<file path="config.mk">
export PLATFORM = sky130hd
export DESIGN_NAME = sig_phase_ctrl
export DESIGN_NICKNAME = d
export VERILOG_FILES = /design/src/rtl/sp_pkg.sv /design/src/rtl/sp_tick_gen.sv /design/src/rtl/sp_sync.sv /design/src/rtl/sp_phase_fsm.sv /design/src/rtl/sig_phase_ctrl.sv
export SDC_FILE = /design/constraint.sdc
export NUM_CORES = 1
export LEC_CHECK = 0
export BUFFER_PORTS_ARGS = -buffer_cell sky130_fd_sc_hd__buf_2
export CORE_MARGIN = 5
export CORE_UTILIZATION = 35
export DETAILED_ROUTE_END_ITERATION = 10
export HOLD_SLACK_MARGIN = 0.15
export PLACE_DENSITY_LB_ADDON = 0.08
export SLEW_MARGIN = 15
export SYNTH_ARGS = -nofsm -noshare
export SYNTH_HDL_FRONTEND = slang
export SYNTH_SLANG_ARGS = --single-unit
</file>
<file path="constraint.sdc">
create_clock -name clk_i -period 1.98 [get_ports clk_i]
set_input_delay 0.099 -clock clk_i [delete_from_list [all_inputs] [get_ports clk_i]]
set_output_delay 0.099 -clock clk_i [all_outputs]
set_load 0.05 [all_outputs]
</file>
<file path="src/rtl/sp_pkg.sv">
package sp_pkg;
  typedef enum logic [3:0] {
    PH_NSG = 4'b0001,
    PH_NSY = 4'b0010,
    PH_EWG = 4'b0100,
    PH_EWY = 4'b1000
  } phase_e;

  localparam logic [2:0] LAMP_G = 3'b001;
  localparam logic [2:0] LAMP_Y = 3'b010;
  localparam logic [2:0] LAMP_R = 3'b100;
endpackage

</file>
<file path="src/rtl/sp_tick_gen.sv">
module sp_tick_gen #(
  parameter int unsigned DIV = 50_000_000
) (
  input  logic clk_i,
  input  logic rst_ni,
  output logic tick_o
);
  localparam int unsigned CW = (DIV > 1) ? $clog2(DIV) : 1;

  generate
    if (DIV > 1) begin : g_div
      localparam logic [CW-1:0] LAST = CW'(DIV - 1);
      logic [CW-1:0] cnt_q;

      always_ff @(posedge clk_i or negedge rst_ni) begin
        if (!rst_ni)            cnt_q <= '0;
        else if (cnt_q == LAST) cnt_q <= '0;
        else                    cnt_q <= cnt_q + 1'b1;
      end

      assign tick_o = (cnt_q == LAST);

      p_tick_single_r6: assert property (@(posedge clk_i) disable iff (!rst_ni)
        tick_o |=> !tick_o);
      p_cnt_range_r6: assert property (@(posedge clk_i) disable iff (!rst_ni)
        cnt_q <= LAST);
    end else begin : g_pass
      assign tick_o = 1'b1;
    end
  endgenerate
endmodule

</file>
<file path="src/rtl/sp_sync.sv">
module sp_sync #(
  parameter int unsigned STAGES = 2
) (
  input  logic clk_i,
  input  logic rst_ni,
  input  logic d_i,
  output logic q_o
);
  logic [STAGES-1:0] sh_q;

  always_ff @(posedge clk_i or negedge rst_ni) begin
    if (!rst_ni) sh_q <= '0;
    else         sh_q <= {sh_q[STAGES-2:0], d_i};
  end

  assign q_o = sh_q[STAGES-1];
endmodule

</file>
<file path="src/rtl/sp_phase_fsm.sv">
module sp_phase_fsm
  import sp_pkg::*;
#(
  parameter int unsigned CNT_W    = 6,
  parameter int unsigned GREEN_T  = 20,
  parameter int unsigned YELLOW_T = 5
) (
  input  logic             clk_i,
  input  logic             rst_ni,
  input  logic             tick_i,
  input  logic             hold_i,
  output logic [2:0]       ns_lamp_o,
  output logic [2:0]       ew_lamp_o,
  output logic [CNT_W-1:0] ns_cnt_o,
  output logic [CNT_W-1:0] ew_cnt_o
);
  localparam int unsigned RED_T = GREEN_T + YELLOW_T;
  localparam logic [CNT_W-1:0] C_GRN = CNT_W'(GREEN_T);
  localparam logic [CNT_W-1:0] C_YEL = CNT_W'(YELLOW_T);
  localparam logic [CNT_W-1:0] C_RED = CNT_W'(RED_T);
  localparam logic [CNT_W-1:0] C_ONE = CNT_W'(1);

  phase_e          phase_q, phase_d;
  logic [CNT_W-1:0] ns_q, ns_d, ew_q, ew_d;
  logic            adv;

  assign adv = tick_i && !hold_i;

  always_comb begin
    phase_d = phase_q;
    ns_d    = ns_q;
    ew_d    = ew_q;
    case (phase_q)
      PH_NSG: if (adv) begin
        if (ns_q > C_ONE) begin ns_d = ns_q - 1'b1; ew_d = ew_q - 1'b1; end
        else begin phase_d = PH_NSY; ns_d = C_YEL; end
      end
      PH_NSY: if (adv) begin
        if (ns_q > C_ONE) begin ns_d = ns_q - 1'b1; ew_d = ew_q - 1'b1; end
        else begin phase_d = PH_EWG; ns_d = C_RED; ew_d = C_GRN; end
      end
      PH_EWG: if (adv) begin
        if (ew_q > C_ONE) begin ns_d = ns_q - 1'b1; ew_d = ew_q - 1'b1; end
        else begin phase_d = PH_EWY; ew_d = C_YEL; end
      end
      PH_EWY: if (adv) begin
        if (ew_q > C_ONE) begin ns_d = ns_q - 1'b1; ew_d = ew_q - 1'b1; end
        else begin phase_d = PH_NSG; ns_d = C_GRN; ew_d = C_RED; end
      end
      default: begin
        // corrupted phase register: restart cleanly
        phase_d = PH_NSG;
        ns_d    = C_GRN;
        ew_d    = C_RED;
      end
    endcase
  end

  always_ff @(posedge clk_i or negedge rst_ni) begin
    if (!rst_ni) begin
      phase_q <= PH_NSG;
      ns_q    <= C_GRN;
      ew_q    <= C_RED;
    end else begin
      phase_q <= phase_d;
      ns_q    <= ns_d;
      ew_q    <= ew_d;
    end
  end

  always_comb begin
    ns_lamp_o = LAMP_R;
    ew_lamp_o = LAMP_R;
    if (!hold_i) begin
      case (phase_q)
        PH_NSG:  ns_lamp_o = LAMP_G;
        PH_NSY:  ns_lamp_o = LAMP_Y;
        PH_EWG:  ew_lamp_o = LAMP_G;
        PH_EWY:  ew_lamp_o = LAMP_Y;
        default: ;
      endcase
    end
  end

  assign ns_cnt_o = ns_q;
  assign ew_cnt_o = ew_q;

  p_lamp_onehot_r2: assert property (@(posedge clk_i) disable iff (!rst_ni)
    $countones(ns_lamp_o) == 1 && $countones(ew_lamp_o) == 1);
  p_one_road_moves_r3: assert property (@(posedge clk_i) disable iff (!rst_ni)
    ns_lamp_o == LAMP_R || ew_lamp_o == LAMP_R);
  p_idle_stable_r4: assert property (@(posedge clk_i) disable iff (!rst_ni)
    !tick_i |=> $stable(ns_q) && $stable(ew_q) && $stable(phase_q));
  p_cnt_nonzero_r4: assert property (@(posedge clk_i) disable iff (!rst_ni)
    ns_q != '0 && ew_q != '0);
  p_nsy_reload_r5: assert property (@(posedge clk_i) disable iff (!rst_ni)
    (phase_q == PH_NSY && $past(phase_q) != PH_NSY) |-> ns_q == C_YEL);
  p_ewg_reload_r5: assert property (@(posedge clk_i) disable iff (!rst_ni)
    (phase_q == PH_EWG && $past(phase_q) != PH_EWG) |-> (ns_q == C_RED && ew_q == C_GRN));
  p_hold_red_r7: assert property (@(posedge clk_i) disable iff (!rst_ni)
    hold_i |-> (ns_lamp_o == LAMP_R && ew_lamp_o == LAMP_R));
  p_hold_freeze_r7: assert property (@(posedge clk_i) disable iff (!rst_ni)
    hold_i |=> $stable(ns_q) && $stable(ew_q) && $stable(phase_q));
endmodule

</file>
<file path="src/rtl/sig_phase_ctrl.sv">
module sig_phase_ctrl #(
  parameter int unsigned TICK_DIV    = 50_000_000,
  parameter int unsigned GREEN_T     = 20,
  parameter int unsigned YELLOW_T    = 5,
  parameter int unsigned CNT_W       = 6,
  parameter int unsigned SYNC_STAGES = 2
) (
  input  logic             clk_i,
  input  logic             rst_ni,
  input  logic             emerg_i,
  output logic [2:0]       ns_lamp_o,
  output logic [2:0]       ew_lamp_o,
  output logic [CNT_W-1:0] ns_count_o,
  output logic [CNT_W-1:0] ew_count_o
);
  logic tick;
  logic hold;

  sp_tick_gen #(.DIV(TICK_DIV)) u_tick (
    .clk_i (clk_i),
    .rst_ni(rst_ni),
    .tick_o(tick)
  );

  sp_sync #(.STAGES(SYNC_STAGES)) u_sync (
    .clk_i (clk_i),
    .rst_ni(rst_ni),
    .d_i   (emerg_i),
    .q_o   (hold)
  );

  sp_phase_fsm #(
    .CNT_W   (CNT_W),
    .GREEN_T (GREEN_T),
    .YELLOW_T(YELLOW_T)
  ) u_fsm (
    .clk_i    (clk_i),
    .rst_ni   (rst_ni),
    .tick_i   (tick),
    .hold_i   (hold),
    .ns_lamp_o(ns_lamp_o),
    .ew_lamp_o(ew_lamp_o),
    .ns_cnt_o (ns_count_o),
    .ew_cnt_o (ew_count_o)
  );
endmodule

</file>
==> results.json, run 1 <==
{
  "path_class": "reg -> out",
  "grt-ovfl-total": 0,
  "grt_max_degree": 27,
  "clk_latency_ns": 0.30,
  "fin_crit_sh_pct": 100,
  "cts_buffers": 5,
  "rrSetupSlack_ns": 0.04,
  "io_buffer_count": 20,
  "start_kind": "flip-flop",
  "die_w_um": 96.0,
  "antenna_found_initial": 0,
  "die_y_um": 96.0,
  "crit_end": "ns_lamp_o[0]",
  "pwr-share-comb_pct": 2.6,
  "slew-limit-headroom_pct": 60.1,
  "dieArea_sq_um": 9220,
  "syn_area_sq_um": 2590,
  "cp.required_ns": 1.88,
  "path_max_fanout": 6,
  "drc": 0,
  "crit_arrival_ns": 1.88,
  "vias_per_cell": 5.04,
  "rsz0062_at_grt": "true",
  "nFillCells": 722,
  "fin_tns_setup_ns": -0.00662,
  "vias": 2237,
  "worstMarginPinSlew_ns": 0.599,
  "cts_tree": "yes",
  "slew_viol_final": 0,
  "end_kind": "primary output",
  "clock-root-buffer": "clkbuf_8",
  "setup_ws_ns": -0.00368,
  "max_stage_delay_ns": 0.62,
  "internal_power_w": 0.00129,
  "antenna_left": 0,
  "diodes": 0,
  "synth_warnings": 0,
  "synth_seq_area_share_pct": 42.8,
  "post_drt_wl_per_cell_um": 14.6,
  "yosys.area.top_type": "dfrtp_1",
  "final-hold-violation-count": 0,
  "clkTransAtPathRegs_ns": 0.09,
  "crit_chain": "or4b_4 > buf_6 > nor2_4 > buf_4",
  "rr_endpoint": "u_fsm.ns_cnt_o[5]",
  "power_density_nw_per_um2": 477,
  "ys_ff_latch": 44,
  "htreeDepth": 2,
  "p_leak_nw": 1.60,
  "p_sw_w": 0.000363,
  "critPathSlowestCell": "dfstp_2",
  "violations": "negative setup slack",
  "drive_gt1_share_pct": 38.3,
  "cts_sinks": 44,
  "startpoint": "u_fsm.phase_q[0]",
  "worst-path-stages": 4,
  "place.gp.congestion": 0.811,
  "synth-edff-count": 0,
  "initial_core_util_pct": 35.9,
  "num_io_pins": 21,
  "netlist.area_leader.share_pct": 36.7,
  "synth_area_leaders": "dfrtp_1 37%, dfstp_2 6.1%, xor2_1 5.7%",
  "reg2regPathDepth": 7,
  "totalWireLength_um": 6490,
  "num-nets-final": 352,
  "peakVddDrop_mv": 0.337,
  "synth.most_common_cell": "dfrtp_1",
  "floorplan.rows": 31,
  "cp_top_family": "flip-flops",
  "yosys_most_used_dff": "dfrtp_1",
  "setup_viol": 2,
  "period_minus_slack_ns": 1.98,
  "grt_pass1_wl_um": 11000,
  "cts_buffer_depth": 2,
  "status": "complete, but fails checks",
  "dp_hpwl_um": 5020,
  "dr.pass1.iters": 4,
  "syn_nets": 271,
  "r2r_start": "u_fsm.ew_cnt_o[0]",
  "drtIter0Drc": 53,
  "synth-async-reset-ratio_pct": 100,
  "pwr-share-seq_pct": 54.6,
  "clkPwrFrac_pct": 42.8,
  "crit_buf_inv": 2,
  "grt_usage_pct": 15.6,
  "synthTopCellsByCount": "38 x dfrtp_1, 33 x nor2_1, 21 x nand2_1",
  "fmax_mhz": 504,
  "core-area_sq_um": 7210,
  "avgSynthCellArea_sq_um": 9.85,
  "hold_class": "in -> async",
  "switching_share_pct": 22.0,
  "power_w": 0.00165,
  "grt_pass1_vias": 2328,
  "netlist_instances": 263,
  "fin_skew_ns": 0.00888,
  "maxCapViolCount": 0,
  "area_growth_syn_to_layout_pct": 33.5,
  "ys_types": 61
}
timing repair:
item                                   CTS  global route
setup buffers                            3             0
gates resized for setup                 11            15
setup endpoints to repair                8            32
endpoints found under the hold margin   24             0
gates cloned                             0             1
hold buffers                             2             0
pin swaps                                1             9
cell usage in the layout (no fill, tap or decap), drive strengths merged, types with 2 or more instances in the layout:
cell type and n:
nor2 33, xnor2 8, xor2 17, nor4bb 2, o21ai 17, o211ai 2
and3 6, nand2b 3, nor4b 4, nand4 7, a22o 3, dfstp 6
nand3b 5, dfrtp 38, dlygate4sd3 2, o21a 5, clkbuf 5, nand3 13
nor4 4, and4 3, nor3 4, o311ai 2, mux2 2, or4b 3
nand2 22, ha 5, a31oi 2, o22ai 3, a211oi 2, inv 4
buf 80, a21o 2, and2 3, a21oi 9
layout make-up:
cell class	instances	area, sq um	area share [%]
Clock buffer	5	68.8	1.99
Clock inverter	3	42.5	1.23
Inverter	4	15.0	0.434
Multi-Input combinational cell	207	1490	43.1
Sequential cell	44	1120	32.3
Tap cell	99	124	3.58
Timing Repair Buffer	82	601	17.4
per-stage QoR:
stage	utilization, %	instance area (sq um)	hold slack (ns)	setup WS (ns)	cells
floorplan	-	2630	-0.197	-0.0418	263
global placement	44.5	3210	0.134	-0.00490	430
detailed placement	44.5	3210	0.142	-0.0450	430
CTS	47.2	3410	0.366	-0.0111	443
global route	47.9	3460	0.370	-0.0709	444
finish	47.9	3460	0.339	-0.00368	444
kinds of logic after synthesis:
family | after synthesis | share of synthesized area (%)
buffers and inverters | 12 | 2.99
flip-flops | 44 | 42.8
adder cells (fa/ha/maj) | 5 | 2.42
XOR/XNOR | 25 | 8.45
multiplexers | 2 | 0.870
AO/OA/AOI/OAI | 54 | 14.5
AND/OR/NAND/NOR | 121 | 27.9
worst min-delay path by stage:
| stage | cells after the start | startpoint | endpoint |
|---|---|---|---|
| floorplan | 0 | rst_ni | u_fsm.ew_cnt_o[1] |
| global placement | 1 | rst_ni | u_fsm.phase_q[1] |
| detailed placement | 1 | rst_ni | u_fsm.phase_q[1] |
| CTS | 2 | rst_ni | u_fsm.phase_q[1] |
| global route | 0 | u_sync.sh_q[0] | u_sync.sh_q[1] |
| finish | 2 | rst_ni | u_fsm.phase_q[1] |
routing by layer:
layer	part of all wire, %	global-route usage [%]
met2	52	27.3
met3	2.8	2.89
met4	1.9	5.57
met1	44	19.0
met5	0	0
sequential cells by signal (all words and copies together) (netlist names):
register	cells
u_tick.g_div.cnt_q	26
u_fsm.ew_cnt_o	6
u_fsm.ns_cnt_o	6
u_fsm.phase_q	4
u_sync.sh_q	2
power by group through the flow:
stage | combinational [W] | clock, W | sequential (W)
6_report | 0.0000432 | 0.000705 | 0.000901
5_1_grt | 0.0000488 | 0.000761 | 0.000902
4_1_cts | 0.0000456 | 0.000726 | 0.000902
3_5_place_dp | 0.0000402 | 0 | 0.000919
3_3_place_gp | 0.0000395 | 0 | 0.000919
2_1_floorplan | 0.00000991 | 0 | 0.000921
Power figures use the tool's default switching activity.
==> inputs of run 2 (changes only) <==
--- a/config.mk
+++ b/config.mk
@@ -9,8 +9,9 @@
 export CORE_MARGIN = 5
 export CORE_UTILIZATION = 35
 export DETAILED_ROUTE_END_ITERATION = 10
-export HOLD_SLACK_MARGIN = 0.15
+export HOLD_SLACK_MARGIN = 0.03
 export PLACE_DENSITY_LB_ADDON = 0.08
+export RECOVER_POWER = 50
 export SLEW_MARGIN = 15
 export SYNTH_ARGS = -nofsm -noshare
 export SYNTH_HDL_FRONTEND = slang
==> results.json, run 2 (same netlist as run 1, synthesis figures left out) <==
{
  "io_buffer_count": 20,
  "die_y_um": 96.0,
  "end_kind": "primary output",
  "cts_buffer_depth": 2,
  "cts_buffers": 5,
  "rsz0062_at_grt": "true",
  "slew_viol_final": 0,
  "slew-limit-headroom_pct": 4.00,
  "post_drt_wl_per_cell_um": 14.6,
  "mostFrequentLayoutCell": "buf_4",
  "p_leak_nw": 1.58,
  "power_density_nw_per_um2": 478,
  "vias_per_cell": 5.01,
  "diodes": 0,
  "totalWireLength_um": 6490,
  "num-nets-final": 352,
  "grt_pass1_wl_um": 11000,
  "floorplan.rows": 31,
  "status": "complete, but fails checks",
  "grt_usage_pct": 15.6,
  "core-area_sq_um": 7210,
  "period_minus_slack_ns": 1.98,
  "clock-root-buffer": "clkbuf_8",
  "r2r_start": "u_fsm.ew_cnt_o[0]",
  "clkTransAtPathRegs_ns": 0.09,
  "area_growth_syn_to_layout_pct": 33.2,
  "power_w": 0.00165,
  "violations": "negative setup slack",
  "grt_max_degree": 27,
  "num_io_pins": 21,
  "peakVddDrop_mv": 0.337,
  "reg2regPathDepth": 7,
  "setup_viol": 2,
  "rrSetupSlack_ns": 0.04,
  "drc": 0,
  "min_from": "u_sync.sh_q[0]",
  "largest-register": "u_tick.g_div.cnt_q",
  "antenna_left": 0,
  "drive_gt1_share_pct": 37.4,
  "fin_skew_ns": 0.00905,
  "grt-ovfl-total": 0,
  "drtIter0Drc": 44,
  "place_area_sq_um": 3210,
  "cts_tree": "yes",
  "worstMarginPinSlew_ns": 1.44,
  "dieArea_sq_um": 9220,
  "path_max_fanout": 6,
  "dp_hpwl_um": 5020,
  "largest_register_ffs": 26,
  "place.gp.congestion": 0.811,
  "antenna_found_initial": 0,
  "place_ws_ns": -0.0450,
  "cp.required_ns": 1.88,
  "hold-worst-slack_ns": 0.362,
  "cts_sinks": 44,
  "maxCapViolCount": 0,
  "dr.pass1.iters": 4,
  "initial_core_util_pct": 35.9,
  "worstHoldEndpoint": "u_sync.sh_q[1]",
  "rr_endpoint": "u_fsm.ns_cnt_o[5]",
  "hold_depth": 0,
  "crit_arrival_ns": 1.88,
  "clk_latency_ns": 0.30,
  "fin_crit_sh_pct": 100,
  "die_w_um": 96.0,
  "path_class": "reg -> out",
  "final_cell_mix": "55 x buf_4, 32 x dfrtp_1, 29 x nor2_1",
  "grt_pass1_vias": 2328,
  "setup_ws_ns": -0.00377,
  "start_kind": "flip-flop",
  "fin_tns_setup_ns": -0.00681,
  "design_area_sq_um": 3450,
  "vias": 2225,
  "htreeDepth": 2,
  "startpoint": "u_fsm.phase_q[0]",
  "fmax_mhz": 504,
  "final-hold-violation-count": 0,
  "hold_class": "reg -> reg"
}
==> run 2: changes by cell type in the layout (fill, tap and decap cells not counted), sizes merged <==
cell,previous run,this run
buf,80,75
clkbuf,5,10
==> run 2: area by class of cell <==
cell class,instances,area [sq um]
clock inverter,3,42.5
tap,99,124
multi-input combinational,207,1490
inverter,4,15.0
sequential,44,1120
fill,724,3760
timing repair buffer,82,592
clock buffer,5,68.8
==> run 2: worst max-delay path by stage <==
stage,endpoint,slack (ns),cells after the start
detailed placement,u_fsm.ns_cnt_o[2],-0.05,6
floorplan,u_fsm.ns_cnt_o[5],-0.04,7
CTS,ns_lamp_o[0],-0.01,4
finish,ns_lamp_o[0],-0.004,4
global placement,u_fsm.ns_cnt_o[4],-0.005,6
global route,ns_lamp_o[2],-0.07,5
==> run 2: routing by layer <==
layer	track usage [%]	routed length [um]	up-vias
met5	0	0	-
met4	5.57	126	0
met3	2.89	169	11
met2	27.3	3350	28
met1	19.0	2840	1071
li1	-	-	1115
==> run 2: metrics by stage <==
step                std cells  util (%)
floorplan                 263         -
global placement          430      44.5
detailed placement        430      44.5
CTS                       443      47.2
global route              444      47.8
finish                    444      47.8
==> run 2: where the power goes <==
part,switching [W],internal [W]
Sequential,0.000000991,0.000900
Combinational,0.0000306,0.0000112
Clock,0.000332,0.000374
==> run 2: worst max-delay path, stage by stage (launching register included) <==
cell	delay, ns
dfstp_2	0.62
or4b_4	0.53
buf_6	0.15
nor2_4	0.08
buf_4	0.20
==> run 2: timing repair <==
| item | in CTS | in global routing |
|---|---|---|
| hold endpoints to repair | 24 | 0 |
| gates resized for setup | 11 | 15 |
| hold buffers | 2 | 0 |
| pin swaps | 1 | 9 |
| cloned | 0 | 1 |
| setup buffers | 3 | 0 |
| endpoints found under the setup margin | 8 | 32 |
==> inputs of run 3 (changes only) <==
--- a/config.mk
+++ b/config.mk
@@ -5,6 +5,7 @@
 export SDC_FILE = /design/constraint.sdc
 export NUM_CORES = 1
 export LEC_CHECK = 0
+export ABC_AREA = 1
 export BUFFER_PORTS_ARGS = -buffer_cell sky130_fd_sc_hd__buf_2
 export CORE_MARGIN = 5
 export CORE_UTILIZATION = 35
==> results.json, run 3 <==
{
  "status": "finished clean",
  "power_w": 0.00153,
  "vias_per_cell": 4.64,
  "core-area_sq_um": 8180,
  "grt_pass1_wl_um": 12000,
  "max_stage_delay_ns": 0.40,
  "worstMarginPinSlew_ns": 1.11,
  "dr.pass1.iters": 4,
  "path_class": "reg -> reg",
  "mostFrequentLayoutCell": "nand2_1",
  "dieArea_sq_um": 10300,
  "grt_max_degree": 45,
  "end_kind": "flip-flop",
  "largest_register_ffs": 26,
  "die_y_um": 101,
  "synth_seq_area_share_pct": 38.0,
  "synth-async-reset-ratio_pct": 100,
  "drc": 0,
  "cts_tree": "yes",
  "hold_depth": 0,
  "io_buffer_count": 20,
  "ys_types": 26,
  "clock-root-buffer": "clkbuf_8",
  "antenna_found_initial": 0,
  "hold_class": "reg -> reg",
  "slew-limit-headroom_pct": 25.9,
  "cts_buffers": 5,
  "worst-path-stages": 11,
  "place_area_sq_um": 3170,
  "rsz0062_at_grt": "false",
  "synth_area_leaders": "dfrtp_1 33%, nand2_1 16%, inv_1 7.7%",
  "grt-ovfl-total": 0,
  "design_area_sq_um": 3290,
  "area_growth_syn_to_layout_pct": 12.7,
  "multi_input_area_sq_um": 1550,
  "largest-register": "u_tick.g_div.cnt_q",
  "p_leak_nw": 1.66,
  "crit_buf_inv": 2,
  "slew_viol_final": 0,
  "fin_skew_ns": 0.00589,
  "floorplan.rows": 33,
  "cts_setup_buffers": 0,
  "diodes": 0,
  "path_max_fanout": 6,
  "antenna_left": 0,
  "die_w_um": 101,
  "nFillCells": 900,
  "maxCapViolCount": 0,
  "place.gp.congestion": 0.829,
  "ys_ff_latch": 44,
  "yosys_most_used_dff": "dfrtp_1",
  "yosys.area.top_type": "dfrtp_1",
  "synthTopCellsByCount": "128 x nand2_1, 60 x inv_1, 57 x nor2_1",
  "hold-worst-slack_ns": 0.359,
  "dp_hpwl_um": 5430,
  "post_drt_wl_per_cell_um": 12.5,
  "vias": 2570,
  "fin_tns_setup_ns": 0,
  "synth-edff-count": 0,
  "final-hold-violation-count": 0,
  "syn_area_sq_um": 2920,
  "syn_nets": 425,
  "period_minus_slack_ns": 1.82,
  "num_io_pins": 21,
  "totalWireLength_um": 6900,
  "netlist_instances": 417,
  "drive_gt1_share_pct": 16.5,
  "avgSynthCellArea_sq_um": 6.99,
  "initial_core_util_pct": 35.7,
  "power_density_nw_per_um2": 464,
  "clk_latency_ns": 0.29,
  "final_cell_mix": "125 x nand2_1, 60 x inv_1, 56 x nor2_1",
  "register_area_sq_um": 1110,
  "htreeDepth": 2,
  "synth_warnings": 0,
  "cp_top_family": "simple AND/OR/NAND/NOR gates",
  "reg2regPathDepth": 11,
  "setup_viol": 0,
  "fmax_mhz": 549,
  "grt_usage_pct": 14.7,
  "clkTransAtPathRegs_ns": 0.09,
  "cp.required_ns": 2.17,
  "start_kind": "flip-flop",
  "peakVddDrop_mv": 0.223,
  "cts_sinks": 44,
  "crit_chain": "inv_1 > ha_2 > inv_1 > nand2_1 > nand3_2 > nand2_2 > nand2_1 > nor2_1 > nor2_1 > nand3_1 > nand2_1",
  "critPathSlowestCell": "dfstp_2",
  "num-nets-final": 456,
  "netlist.area_leader.share_pct": 32.6,
  "crit_top_cell": "nand2_1",
  "fin_crit_sh_pct": 92.0,
  "grt_pass1_vias": 2508,
  "drtIter0Drc": 84,
  "cts_buffer_depth": 2,
  "synth.most_common_cell": "nand2_1",
  "crit_arrival_ns": 2.01
}
==> run 3: cell types whose count changed in the layout (fill, tap and decap cells not counted), moves of 7 or more <==
cell	change
nand3_1	+29
nand2_2	+7
nand2_1	+104
nor2_2	+12
inv_1	+57
buf_4	-52
nor2_1	+27
==> run 3: metrics by stage <==
stage               setup slack, ns  cells  util [%]
finish                        0.158    554      40.2
global placement             0.0166    544      38.8
floorplan                     0.101    417         -
CTS                         0.00872    554      40.1
global route                0.00315    554      40.2
detailed placement           0.0400    544      38.8
==> run 3: worst paths after layout <==
path                            slack, ns                      to         startpoint
worst max-delay path                 0.16       u_fsm.ns_cnt_o[1]  u_fsm.ew_cnt_o[0]
worst min-delay path                 0.36          u_sync.sh_q[1]     u_sync.sh_q[0]
worst max register to register       0.16       u_fsm.ns_cnt_o[1]  u_fsm.ew_cnt_o[0]
worst min register to register       0.36          u_sync.sh_q[1]     u_sync.sh_q[0]
max in group asynchronous            0.67  u_tick.g_div.cnt_q[20]             rst_ni
min in group asynchronous            0.62       u_fsm.ns_cnt_o[3]             rst_ni
==> run 3: logic make-up after synthesis <==
kind of cell / synth area share, %
xor+xnor: 6.61
compound gates: 0.858
flops: 38.0
buf+inv: 9.52
simple gates: 42.9
fa+ha+maj: 2.15
==> run 3: area by class of cell <==
type / instances / area share [%]
Timing Repair Buffer: 27 / 5.02
Multi-Input combinational cell: 307 / 47.2
Inverter: 63 / 7.19
Tap cell: 105 / 4.00
Clock buffer: 6 / 2.51
Sequential cell: 44 / 33.7
Clock inverter: 2 / 0.305
==> run 3: power by group <==
part | internal, W | switching (W) | leakage (nW)
clock network | 0.000279 | 0.000310 | 0.0510
registers | 0.000900 | 0.00000195 | 0.575
logic | 0.00000657 | 0.0000283 | 1.03
==> run 3: timing repair <==
| action | 4_1_cts | 5_1_grt |
|---|---|---|
| endpoints found under the hold margin | 45 | 0 |
| endpoints found under the setup margin | 0 | 18 |
| gates resized for setup | 0 | 8 |
| hold buffers | 2 | 0 |
==> run 3: per-layer routing <==
metal / track usage [%] / wire length [um]
met2: 25.4 / 3330
met4: 4.81 / 79
met3: 2.89 / 245
met5: 0 / 0
met1: 18.4 / 3240
